**src/rtl/pwm_shiftdiv_pkg.sv**
```systemverilog
package pwm_shiftdiv_pkg;
   // byte addresses of the four registers
   localparam logic [2:0] ADR_CTRL   = 3'd0;
   localparam logic [2:0] ADR_PERIOD = 3'd2;
   localparam logic [2:0] ADR_DUTY   = 3'd4;
   localparam logic [2:0] ADR_SHIFT  = 3'd6;

   // control register bit positions
   localparam int unsigned CTRL_RUN_BIT = 0;
   localparam int unsigned CTRL_POL_BIT = 1;

   typedef struct packed {
      logic pol;
      logic run;
   } ctrl_t;
endpackage

```
**src/rtl/pwm_regs.sv**
```systemverilog
module pwm_regs
   import pwm_shiftdiv_pkg::*;
#(
   parameter int unsigned DATA_W  = 16,
   parameter int unsigned CNT_W   = 10,
   parameter int unsigned SHIFT_W = 5
) (
   input  logic               clk,
   input  logic               rst_n,
   input  logic [2:0]         addr,
   input  logic               wr,
   input  logic [DATA_W-1:0]  wdata,
   output logic [DATA_W-1:0]  rdata,
   output ctrl_t              ctrl,
   output logic [CNT_W-1:0]   period,
   output logic [CNT_W-1:0]   duty_shadow,
   output logic [SHIFT_W-1:0] shift
);
   localparam int unsigned PAD_CNT   = DATA_W - CNT_W;
   localparam int unsigned PAD_SHIFT = DATA_W - SHIFT_W;
   localparam int unsigned PAD_CTRL  = DATA_W - 2;

   logic sel_ctrl, sel_period, sel_duty, sel_shift;
   logic unused_wdata_hi;

   assign sel_ctrl   = wr && (addr == ADR_CTRL);
   assign sel_period = wr && (addr == ADR_PERIOD);
   assign sel_duty   = wr && (addr == ADR_DUTY);
   assign sel_shift  = wr && (addr == ADR_SHIFT);
   assign unused_wdata_hi = ^wdata[DATA_W-1:CNT_W];

   always_ff @(posedge clk or negedge rst_n) begin
      if (!rst_n) begin
         ctrl        <= '0;
         period      <= '0;
         duty_shadow <= '0;
         shift       <= '0;
      end else begin
         if (sel_ctrl) begin
            ctrl.run <= wdata[CTRL_RUN_BIT];
            ctrl.pol <= wdata[CTRL_POL_BIT];
         end
         // period is locked while the channel runs
         if (sel_period && !ctrl.run)
            period <= wdata[CNT_W-1:0];
         if (sel_duty)
            duty_shadow <= wdata[CNT_W-1:0];
         if (sel_shift)
            shift <= wdata[SHIFT_W-1:0];
      end
   end

   always_comb begin
      case (addr)
         ADR_CTRL:   rdata = {{PAD_CTRL{1'b0}}, ctrl.pol, ctrl.run};
         ADR_PERIOD: rdata = {{PAD_CNT{1'b0}}, period};
         ADR_DUTY:   rdata = {{PAD_CNT{1'b0}}, duty_shadow};
         ADR_SHIFT:  rdata = {{PAD_SHIFT{1'b0}}, shift};
         default:    rdata = '0;
      endcase
   end
endmodule

```
**src/rtl/pwm_prescaler.sv**
```systemverilog
module pwm_prescaler #(
   parameter int unsigned SHIFT_W   = 5,
   parameter int unsigned MAX_SHIFT = 11
) (
   input  logic               clk,
   input  logic               rst_n,
   input  logic               run,
   input  logic [SHIFT_W-1:0] shift,
   output logic               tick
);
   generate
      if (MAX_SHIFT == 0) begin : g_nodiv
         logic unused_in;
         assign unused_in = clk ^ rst_n ^ (^shift);
         assign tick = run;
      end else begin : g_div
         localparam int unsigned DIV_W = MAX_SHIFT;
         localparam logic [SHIFT_W-1:0] SHIFT_CAP = SHIFT_W'(MAX_SHIFT);

         logic [SHIFT_W-1:0] shift_eff;
         logic [DIV_W-1:0]   mask;
         logic [DIV_W-1:0]   div_q;

         assign shift_eff = (shift > SHIFT_CAP) ? SHIFT_CAP : shift;

         for (genvar i = 0; i < DIV_W; i++) begin : g_mask
            assign mask[i] = (32'(shift_eff) > i);
         end

         assign tick = run && ((div_q & mask) == mask);

         always_ff @(posedge clk or negedge rst_n) begin
            if (!rst_n)
               div_q <= '0;
            else if (!run || tick)
               div_q <= '0;
            else
               div_q <= div_q + 1'b1;
         end
      end
   endgenerate
endmodule

```
**src/rtl/pwm_wavegen.sv**
```systemverilog
module pwm_wavegen #(
   parameter int unsigned CNT_W = 10
) (
   input  logic             clk,
   input  logic             rst_n,
   input  logic             run,
   input  logic             pol,
   input  logic             tick,
   input  logic [CNT_W-1:0] period,
   input  logic [CNT_W-1:0] duty_next,
   output logic [CNT_W-1:0] count,
   output logic [CNT_W-1:0] duty_live,
   output logic             pwm_out
);
   logic [CNT_W:0] count_inc;
   logic           at_wrap;
   logic           driven;

   assign count_inc = {1'b0, count} + 1'b1;
   assign at_wrap   = count_inc >= {1'b0, period};

   always_ff @(posedge clk or negedge rst_n) begin
      if (!rst_n) begin
         count     <= '0;
         duty_live <= '0;
      end else if (!run) begin
         count     <= '0;
         duty_live <= duty_next;
      end else if (tick) begin
         if (at_wrap) begin
            count     <= '0;
            duty_live <= duty_next;
         end else begin
            count <= count_inc[CNT_W-1:0];
         end
      end
   end

   assign driven  = run && (count < duty_live);
   assign pwm_out = driven ? pol : !pol;
endmodule

```
**src/rtl/pwm_shiftdiv.sv**
```systemverilog
module pwm_shiftdiv
   import pwm_shiftdiv_pkg::*;
#(
   parameter int unsigned DATA_W    = 16,
   parameter int unsigned CNT_W     = 10,
   parameter int unsigned SHIFT_W   = 5,
   parameter int unsigned MAX_SHIFT = 11
) (
   input  logic              clk,
   input  logic              rst_n,
   input  logic [2:0]        bus_addr,
   input  logic              bus_wr,
   input  logic [DATA_W-1:0] bus_wdata,
   output logic [DATA_W-1:0] bus_rdata,
   output logic              pwm_out
);
   generate
      if (CNT_W >= DATA_W) begin : g_bad_cnt
         $error("CNT_W must be narrower than DATA_W");
      end
      if (SHIFT_W >= DATA_W) begin : g_bad_shift
         $error("SHIFT_W must be narrower than DATA_W");
      end
      if (MAX_SHIFT >= (1 << SHIFT_W)) begin : g_bad_max
         $error("MAX_SHIFT must fit in SHIFT_W bits");
      end
   endgenerate

   ctrl_t              ctrl;
   logic [CNT_W-1:0]   period_q;
   logic [CNT_W-1:0]   duty_shadow;
   logic [SHIFT_W-1:0] shift_q;
   logic               tick;
   logic [CNT_W-1:0]   cnt_q;
   logic [CNT_W-1:0]   duty_live;

   pwm_regs #(.DATA_W(DATA_W), .CNT_W(CNT_W), .SHIFT_W(SHIFT_W)) u_regs (
      .clk        (clk),
      .rst_n      (rst_n),
      .addr       (bus_addr),
      .wr         (bus_wr),
      .wdata      (bus_wdata),
      .rdata      (bus_rdata),
      .ctrl       (ctrl),
      .period     (period_q),
      .duty_shadow(duty_shadow),
      .shift      (shift_q)
   );

   pwm_prescaler #(.SHIFT_W(SHIFT_W), .MAX_SHIFT(MAX_SHIFT)) u_presc (
      .clk  (clk),
      .rst_n(rst_n),
      .run  (ctrl.run),
      .shift(shift_q),
      .tick (tick)
   );

   pwm_wavegen #(.CNT_W(CNT_W)) u_wave (
      .clk      (clk),
      .rst_n    (rst_n),
      .run      (ctrl.run),
      .pol      (ctrl.pol),
      .tick     (tick),
      .period   (period_q),
      .duty_next(duty_shadow),
      .count    (cnt_q),
      .duty_live(duty_live),
      .pwm_out  (pwm_out)
   );
endmodule

```
**config.mk**
```make
export PLATFORM = sky130hd
export DESIGN_NAME = pwm_shiftdiv
export DESIGN_NICKNAME = d
export VERILOG_FILES = /design/src/rtl/pwm_shiftdiv_pkg.sv /design/src/rtl/pwm_regs.sv /design/src/rtl/pwm_prescaler.sv /design/src/rtl/pwm_wavegen.sv /design/src/rtl/pwm_shiftdiv.sv
export SDC_FILE = /design/constraint.sdc
export NUM_CORES = 1
export LEC_CHECK = 0
export BUFFER_PORTS_ARGS = -buffer_cell sky130_fd_sc_hd__buf_2
export CORE_MARGIN = 2
export CORE_UTILIZATION = 55
export DETAILED_ROUTE_END_ITERATION = 10
export GPL_ROUTABILITY_DRIVEN = 0
export PLACE_DENSITY = 0.86
export SYNTH_ARGS = -nofsm -noshare
export SYNTH_HDL_FRONTEND = slang
export SYNTH_SLANG_ARGS = --single-unit
```
**constraint.sdc**
```tcl
create_clock -name clk -period 3.78 [get_ports clk]
set_clock_uncertainty 0.05 [all_clocks]
set_input_delay 0.378 -clock clk [delete_from_list [all_inputs] [get_ports clk]]
set_output_delay 0.378 -clock clk [all_outputs]
set_load 0.1 [all_outputs]
```
==> results of run 1 <==
## metal layers
layer  share of wire (%)  track usage (%)
met5                   0                0
met4                 2.2            10.50
met3                 6.0            6.304
met2                  46            35.37
met1                  45            34.61
## sequential cells by signal, indices dropped and copies added (netlist names)
register,cells
u_regs.ctrl,2
u_wave.count,10
u_regs.shift,5
u_regs.period,10
u_presc.g_div.div_q,11
u_wave.duty_live,10
u_regs.duty_shadow,10
## worst max-delay path, cell delays in order (launching register included)
cell and delay, ns:
dfrtp_1 0.47, and3_1 0.23, and3_1 0.25, and3_1 0.22, and3_1 0.19, xnor2_1 0.20, inv_1 0.07, ha_1 0.29
a211o_1 0.25, a311oi_1 0.30, o31ai_2 0.13, buf_4 0.23, a21oi_2 0.26, mux2_2 0.20
## power by group
| part | switching (mW) | internal, mW | leakage, nW |
|---|---|---|---|
| combinational | 0.493 | 0.271 | 0.934 |
| sequential | 0.120 | 0.767 | 0.739 |
| clock | 0.252 | 0.337 | 0.105 |
## cell families (layout without fill, tap and decap cells)
| group | count (synthesis) | count (layout) |
|---|---|---|
| AO/OA/AOI/OAI | 72 | 72 |
| XOR/XNOR | 18 | 18 |
| adder cells (fa/ha/maj) | 21 | 21 |
| buffers and inverters | 44 | 71 |
| flip-flops | 58 | 58 |
| multiplexers | 21 | 21 |
| other | 1 | 6 |
| AND/OR/NAND/NOR | 104 | 104 |
## synth_stat cells, types with 3 or more instances
cell type and n:
a21oi_1 3, buf_4 7, o21ai_0 20, nor2b_1 8
o31ai_1 3, dfrtp_1 58, buf_2 4, nor2_1 28
nand2b_1 4, ha_1 21, o2bb2ai_1 5, clkbuf_1 5
inv_1 25, xnor2_1 10, nor3_1 5, a22o_1 4
xor2_1 8, nand2_1 28, a22oi_1 9, o22ai_1 10
nand3_1 13, nand4_1 4, mux2_2 18, and3_1 6
## through the flow
stage	setup WS, ns	util (%)	power, mW
6_report	0.3874	62.93	2.240
5_1_grt	0.1497	62.93	2.370
4_1_cts	0.3885	62.93	2.241
3_5_place_dp	0.4295	59.49	1.654
3_3_place_gp	0.4718	59.49	1.610
2_1_floorplan	0.5513	-	1.463
## cell type report
type	count	area (um2)
timing repair buffer	30	160.2
multi-input combinational	242	1723
fill	457	2195
sequential	58	1451
clock inverter	5	52.55
tap	75	93.84
clock buffer	11	151.4
inverter	25	93.84
## path summary, 6_finish.rpt
path	start	endpoint	slack, ns
max	u_wave.count[2]	u_wave.count[0]	0.39
min	rst_n	u_wave.count[8]	0.13
max reg2reg	u_wave.count[2]	u_wave.count[0]	0.39
min reg2reg	u_wave.duty_live[0]	u_wave.duty_live[0]	0.47
max in group asynchronous	rst_n	u_regs.shift[4]	3.08
min in group clk	bus_wdata[7]	u_regs.period[7]	0.21
==> results.sh, run 1 <==
export IMPL_io_pins=39
export IMPL_core_um2=5921
export IMPL_syn_area_per_cell_um2=9.895
export IMPL_port_buffers=26
export IMPL_final_common_cell="dfrtp_1"
export IMPL_clkLatencyLatePin_ns=0.34
export IMPL_cts_buffer_depth=2
export IMPL_worst_pin_slew_ns=0.7999
export IMPL_grt_antenna_before_repair=0
export IMPL_drt_pass1_iter_count=4
export IMPL_placed_cells=430
export IMPL_fin_area_um2=3726
export IMPL_hold_class="in -> async"
export IMPL_dieArea_um2=6740
export IMPL_cts_resized=0
export IMPL_cts_sinks=58
export IMPL_cap_violations=0
export IMPL_syn_area_um2=3354
export IMPL_path_class="reg -> reg"
export IMPL_post_dp_cell_area_um2=3522
export IMPL_cts_buffers=9
export IMPL_rows=28
export IMPL_wire_per_inst_um=16.53
export IMPL_whs_ns=0.1303
export IMPL_ant_nets=0
export IMPL_synthSimpleGateAreaFrac_pct=14.96
export IMPL_fin_setup_tns_ns=0
export IMPL_synth_xor_area_share_pct=4.700
export IMPL_status="completed"
export IMPL_slew_headroom_pct=46.56
export IMPL_leakagePower_nw=1.779
export IMPL_hold_viol_final=0
export IMPL_async_flop_share_pct=100.0
export IMPL_netlist_area_leader_share_pct=43.27
export IMPL_drive_above_1_share_pct=20.22
export IMPL_viasPerCell=5.910
export IMPL_power_density_nw_per_um2=601.1
export IMPL_layout_nets=409
export IMPL_synth_area_mux_share_pct=7.833
export IMPL_layoutNonFillerInstCount=446
export IMPL_fmax_ghz=0.2948
export IMPL_htree_levels=3
export IMPL_grt_pass1_wl_um=12250
export IMPL_synth_fa_ha_area_share_pct=7.833
export IMPL_cp_data_required_time_ns=4.01
export IMPL_grt_overflow=0
export IMPL_critPathLaunchType="register"
export IMPL_slew_violations=0
export IMPL_synth_area_leader_cell="dfrtp_1"
export IMPL_yosys_top_cells_area="dfrtp_1 43%, ha_1 7.8%, mux2_2 6.0%"
export IMPL_cts_setup_buffers=0
export IMPL_synth_compound_area_share_pct=15.22
export IMPL_final_cell_mix="58 x dfrtp_1, 28 x nor2_1, 28 x nand2_1"
export IMPL_yosysWarningCount=0
export IMPL_track_usage_pct=24.39
export IMPL_seq_area_frac_synth_pct=43.27
export IMPL_endpoint_kind="register"
export IMPL_synth_seq_cells=58
export IMPL_antenna_cells=0
export IMPL_route_detailed_drc=0
export IMPL_wl_um=7374
export IMPL_die_h_um=82.10
export IMPL_ys_types=52
export IMPL_postCtsHoldBufs=0
export IMPL_first_global_vias=2522
export IMPL_start_util_pct=56.66
export IMPL_ir_worst_vdd_mv=0.3940
export IMPL_synth_flop_cell="dfrtp_1"
export IMPL_finalCritPeriodShare_pct=89.75
export IMPL_synth_top_family_by_area="compound AO/OA/AOI/OAI gates"
export IMPL_crit_fanout=19
export IMPL_grt_max_degree=59
export IMPL_cts_root_buf="clkbuf_8"
export IMPL_synthCells=339
export IMPL_first_iter_violations=200
export IMPL_rsz0062_at_grt="false"
export IMPL_cts_tree="built"
export IMPL_reg2reg_depth=13
export IMPL_die_w_um=82.10
export IMPL_clkSlewWorstSetupHoldPaths_ns=0.07
export IMPL_period_needed_ns=3.393
export IMPL_dp_hpwl_um=5252
export IMPL_cp_data_arrival_time_ns=3.62
export IMPL_finalSetupViolations=0
export IMPL_synth_edf_count=0
export IMPL_vias=2636
export IMPL_syn_to_final_growth_pct=11.08
No activity file was read; power rests on OpenSTA's default activity.
==> run 2, diff against run 1 <==
--- a/config.mk
+++ b/config.mk
@@ -14,3 +14,4 @@
 export SYNTH_ARGS = -nofsm -noshare
 export SYNTH_HDL_FRONTEND = slang
 export SYNTH_SLANG_ARGS = --single-unit
+export TNS_END_PERCENT = 30
==> constraint.sdc (replaced) <==
create_clock -name clk -period 3.4 [get_ports clk]
set_clock_uncertainty 0.05 [all_clocks]
set_input_delay 0.34 -clock clk [delete_from_list [all_inputs] [get_ports clk]]
set_output_delay 0.34 -clock clk [all_outputs]
set_load 0.1 [all_outputs]
==> run 2 against run 1 <==
Effect of this change:
- power rose by 17%
- setup slack worse by 0.19 ns
- combinational power grew 21%
- non-clock buffer count increased by 7
==> results.sh, run 2 (synthesis results as in run 1) <==
export IMPL_core_um2=5921
export IMPL_fin_setup_tns_ns=0
export IMPL_die_w_um=82.10
export IMPL_top_register="u_presc.g_div.div_q"
export IMPL_cp_data_arrival_time_ns=2.82
export IMPL_rows=28
export IMPL_nFillCells=477
export IMPL_power_density_nw_per_um2=682.1
export IMPL_fmax_ghz=0.3119
export IMPL_vias=2696
export IMPL_cts_sinks=58
export IMPL_port_buffers=26
export IMPL_route_detailed_drc=0
export IMPL_grt_overflow=0
export IMPL_postCtsHoldBufs=0
export IMPL_track_usage_pct=27.02
export IMPL_leakagePower_nw=1.828
export IMPL_antenna_cells=0
export IMPL_first_iter_violations=201
export IMPL_rsz0062_at_grt="false"
export IMPL_grt_max_degree=39
export IMPL_htree_levels=3
export IMPL_wire_per_inst_um=18.10
export IMPL_grt_pass1_wl_um=13290
export IMPL_syn_to_final_growth_pct=14.14
export IMPL_crit_fanout=7
export IMPL_ant_nets=0
export IMPL_largest_reg_flops=11
export IMPL_viasPerCell=5.951
export IMPL_slew_headroom_pct=37.43
export IMPL_first_global_vias=2697
export IMPL_drt_pass1_iter_count=4
export IMPL_cts_tree="built"
export IMPL_die_h_um=82.10
export IMPL_wl_um=8201
export IMPL_cts_buffers=9
export IMPL_finalSetupViolations=0
export IMPL_grt_antenna_before_repair=0
export IMPL_status="completed"
export IMPL_io_pins=39
export IMPL_p_total_mw=2.612
export IMPL_cts_setup_buffers=0
export IMPL_hold_class="in -> async"
export IMPL_pre_cts_slack_ns=0.2054
export IMPL_final_common_cell="dfrtp_1"
export IMPL_clkSlewWorstSetupHoldPaths_ns=0.07
export IMPL_path_class="reg -> out"
export IMPL_clkLatencyLatePin_ns=0.34
export IMPL_finalCritPeriodShare_pct=94.30
export IMPL_dp_hpwl_um=5794
export IMPL_start_util_pct=56.66
export IMPL_dieArea_um2=6740
export IMPL_ir_worst_vdd_mv=0.4343
export IMPL_cts_root_buf="clkbuf_8"
export IMPL_slew_violations=0
export IMPL_critPathLaunchType="register"
export IMPL_cts_buffer_depth=2
export IMPL_hold_viol_final=0
export IMPL_drive_above_1_share_pct=22.22
export IMPL_cap_violations=0
export IMPL_final_cell_mix="58 x dfrtp_1, 28 x nor2_1, 28 x nand2_1"
export IMPL_cp_data_required_time_ns=3.01
export IMPL_endpoint_kind="output pin"
export IMPL_layout_nets=416
export IMPL_period_needed_ns=3.206
export IMPL_fin_ws_ns=0.1939
export IMPL_worst_pin_slew_ns=0.9366
[run 2: cell types whose count changed in the layout (fill, tap and decap cells not counted)]
cell / delta
xnor2_2: +1
a311oi_1: -2
clkbuf_8: -1
bufinv_16: +1
clkinv_2: -1
buf_2: -1
xnor2_1: -1
a311oi_2: +2
buf_12: +1
clkbuf_1: +1
buf_4: +7
[run 2: cell type report]
class	count	area (um2)	area share, %
well taps	75	93.84	2.451
clock buffers	11	141.4	3.693
inverters	25	93.84	2.451
repair buffers	37	227.7	5.948
flip-flops and latches	58	1451	37.91
clock inverters	5	77.57	2.026
multi-input cells	242	1743	45.52
[run 2: worst max-delay path, stage by stage, from the launching register on]
cell,delay [ns]
dfrtp_1,0.38
buf_4,0.17
ha_1,0.29
o21ai_0,0.08
o21bai_1,0.09
a2111oi_0,0.44
o21ai_0,0.18
a311oi_2,0.33
xnor2_1,0.19
buf_4,0.33
[run 2: what timing repair did]
item                                   4_1_cts  5_1_grt
gates resized for setup                      1        3
setup endpoints to repair                    1       18
cloned                                       0        0
endpoints found under the hold margin        0        0
[run 2: path summary, 6_finish.rpt]
check	startpoint	endpoint	slack, ns	depth (start not counted)
max in group asynchronous	rst_n	u_wave.count[3]	2.44	2
worst max register to register	u_wave.count[0]	u_wave.count[0]	0.20	12
worst min-delay path	rst_n	u_wave.count[6]	0.05	1
min in group clk	bus_wdata[5]	u_regs.period[5]	0.17	3
worst max-delay path	u_wave.count[2]	pwm_out	0.19	9
worst min register to register	u_wave.duty_live[0]	u_wave.duty_live[0]	0.48	1
[run 2: power by group]
| group | total (mW) | leakage [nW] | internal, mW | switching, mW |
|---|---|---|---|---|
| Combinational | 0.921 | 0.980 | 0.334 | 0.588 |
| Sequential | 0.980 | 0.739 | 0.853 | 0.127 |
| Clock | 0.710 | 0.109 | 0.430 | 0.280 |
[run 2: layer usage]
metal  global-route usage [%]  wire length [um]
met1                    34.99              3443
met2                    43.41              4045
met3                    6.413               472
met4                    11.67               240
met5                        0                 0
[run 2: per-stage QoR]
stage | cells | cell area (um2) | utilization (%) | hold WS [ns]
5_1_grt | 453 | 3829 | 64.67 | 0.1335
3_5_place_dp | 437 | 3587 | 60.59 | 0.4388
4_1_cts | 453 | 3809 | 64.33 | 0.07830
2_1_floorplan | 344 | 3373 | - | -0.005591
3_3_place_gp | 437 | 3587 | 60.59 | 0.4354
6_report | 453 | 3829 | 64.67 | 0.05379
==> run 3, diff against run 2 <==
--- a/config.mk
+++ b/config.mk
@@ -11,6 +11,7 @@
 export DETAILED_ROUTE_END_ITERATION = 10
 export GPL_ROUTABILITY_DRIVEN = 0
 export PLACE_DENSITY = 0.86
+export SETUP_SLACK_MARGIN = 0.3
 export SYNTH_ARGS = -nofsm -noshare
 export SYNTH_HDL_FRONTEND = slang
 export SYNTH_SLANG_ARGS = --single-unit
==> run 3 against run 2 <==
Effect of this change:
- critical endpoint is now u_wave.duty_live[0]
- critical path type is now reg -> reg
- core utilization increased by 2.1 points
- largest power group is now combinational logic
- non-clock buffer count increased by 7
- highest routed layer unchanged
- first-iteration DRC count rose by 10%
- via count up 2.0%
- cell count up 1.5%
==> results.sh, run 3 (synthesis results as in run 1) <==
export IMPL_cap_violations=0
export IMPL_drt_pass1_iter_count=5
export IMPL_clkLatencyLatePin_ns=0.35
export IMPL_first_global_vias=2593
export IMPL_port_buffers=26
export IMPL_ant_nets=0
export IMPL_grt_antenna_before_repair=0
export IMPL_status="completed"
export IMPL_grt_overflow=0
export IMPL_final_cell_mix="57 x dfrtp_1, 28 x nand2_1, 27 x nor2_1"
export IMPL_rows=28
export IMPL_drive_above_1_share_pct=28.31
export IMPL_dr_wl_met3_um=577
export IMPL_route_detailed_drc=0
export IMPL_r2r_end="u_wave.duty_live[0]"
export IMPL_core_um2=5921
export IMPL_cp_data_required_time_ns=3.58
export IMPL_antenna_cells=0
export IMPL_placed_cells=435
export IMPL_htree_levels=3
export IMPL_cp_data_arrival_time_ns=3.26
export IMPL_dieArea_um2=6740
export IMPL_endpoint_kind="register"
export IMPL_rsz0062_at_grt="true"
export IMPL_reg2reg_depth=11
export IMPL_slew_headroom_pct=46.89
export IMPL_cts_sinks=58
export IMPL_track_usage_pct=25.90
export IMPL_grt_pass1_wl_um=12850
export IMPL_cts_root_buf="clkbuf_8"
export IMPL_final_common_cell="dfrtp_1"
export IMPL_viasPerCell=5.978
export IMPL_wl_met1_um=3489
export IMPL_slew_violations=0
export IMPL_start_util_pct=56.66
export IMPL_finalCritPeriodShare_pct=90.44
export IMPL_fmax_ghz=0.3252
export IMPL_syn_to_final_growth_pct=17.90
export IMPL_power_density_nw_per_um2=671.3
export IMPL_cts_buffer_depth=2
export IMPL_die_h_um=82.10
export IMPL_grt_max_degree=35
export IMPL_largest_reg_flops=11
export IMPL_postCtsHoldBufs=0
export IMPL_wl_met2_um=3909
export IMPL_cts_tree="built"
export IMPL_first_iter_violations=222
export IMPL_leakagePower_nw=1.866
export IMPL_fin_setup_tns_ns=0
export IMPL_hold_viol_final=0
export IMPL_worst_pin_slew_ns=0.7944
export IMPL_crit_fanout=5
export IMPL_reg2reg_from="u_wave.count[1]"
export IMPL_vias=2750
export IMPL_layout_nets=423
export IMPL_period_needed_ns=3.075
export IMPL_whs_ns=0.002564
export IMPL_top_register="u_presc.g_div.div_q"
export IMPL_nFillCells=417
export IMPL_route_top_layer_used="met4"
export IMPL_cts_buffers=9
export IMPL_wire_per_inst_um=17.65
export IMPL_die_w_um=82.10
export IMPL_hold_class="in -> async"
export IMPL_ir_worst_vdd_mv=0.4626
export IMPL_clkSlewWorstSetupHoldPaths_ns=0.06
export IMPL_path_class="reg -> reg"
export IMPL_rrSetupSlack_ns=0.32
export IMPL_critPathLaunchType="register"
export IMPL_layoutNonFillerInstCount=460
export IMPL_io_pins=39
export IMPL_wl_um=8118
export IMPL_dp_hpwl_um=5449
export IMPL_finalSetupViolations=0
## run 3: cell types whose count changed in the layout (fill, tap and decap cells not counted), moves of 3 or more
cell and change:
buf_4 +5, o22ai_1 -3, o22ai_2 +3, and3_1 -4, and3_4 +4
## run 3: timing repair
action,CTS,global route
gates resized for setup,12,15
endpoints found under the setup margin,21,21
pin swaps,3,14
buffers inserted,3,5
gates cloned,1,0
## run 3: layout make-up
class                   count  area [um2]  share of cell area [%]
clock buffers              11       151.4                   3.828
clock inverters             5       52.55                   1.329
inverters                  25       93.84                   2.373
multi-input cells         242        1838                   46.47
flip-flops and latches     58        1453                   36.73
well taps                  75       93.84                   2.373
repair buffers             44       272.8                   6.897
## run 3: worst max path at each step
stage | start | to | slack, ns | cells after the start
floorplan | u_wave.count[2] | u_wave.count[1] | 0.41 | 13
global placement | u_wave.count[3] | u_wave.duty_live[0] | 0.24 | 12
detailed placement | u_wave.count[3] | u_wave.duty_live[1] | 0.07 | 13
CTS | u_wave.count[2] | pwm_out | 0.33 | 9
global route | u_wave.count[1] | u_wave.duty_live[0] | 0.22 | 11
finish | u_wave.count[1] | u_wave.duty_live[0] | 0.32 | 11
## run 3: power breakdown
group	leakage, nW	internal [mW]	switching (mW)
Clock	0.105	0.374	0.274
Sequential	0.738	0.855	0.116
Combinational	1.02	0.399	0.637
## run 3: worst max-delay path, stage by stage (launching register included)
cell	delay (ns)
dfrtp_1	0.41
ha_2	0.22
nand4_1	0.14
nor2_2	0.27
xnor2_2	0.10
ha_1	0.32
a21o_1	0.17
a211o_1	0.26
a311oi_2	0.33
o31ai_4	0.18
a21boi_4	0.19
mux2_4	0.32
## run 3: metrics by stage
step / total power, mW / cell area (um2) / utilization [%] / setup slack [ns]
2_1_floorplan: 1.632 / 3381 / - / 0.4106
3_3_place_gp: 1.816 / 3567 / 60.25 / 0.2412
3_5_place_dp: 1.863 / 3567 / 60.25 / 0.07071
4_1_cts: 2.568 / 3861 / 65.22 / 0.3336
5_1_grt: 2.803 / 3955 / 66.80 / 0.2189
6_report: 2.655 / 3955 / 66.80 / 0.3249
## run 3: routing by layer
layer | GRT usage, % | up-vias
met5 | 0 | -
met4 | 10.50 | 0
li1 | - | 1269
met2 | 38.94 | 99
met1 | 34.54 | 1367
met3 | 8.696 | 15
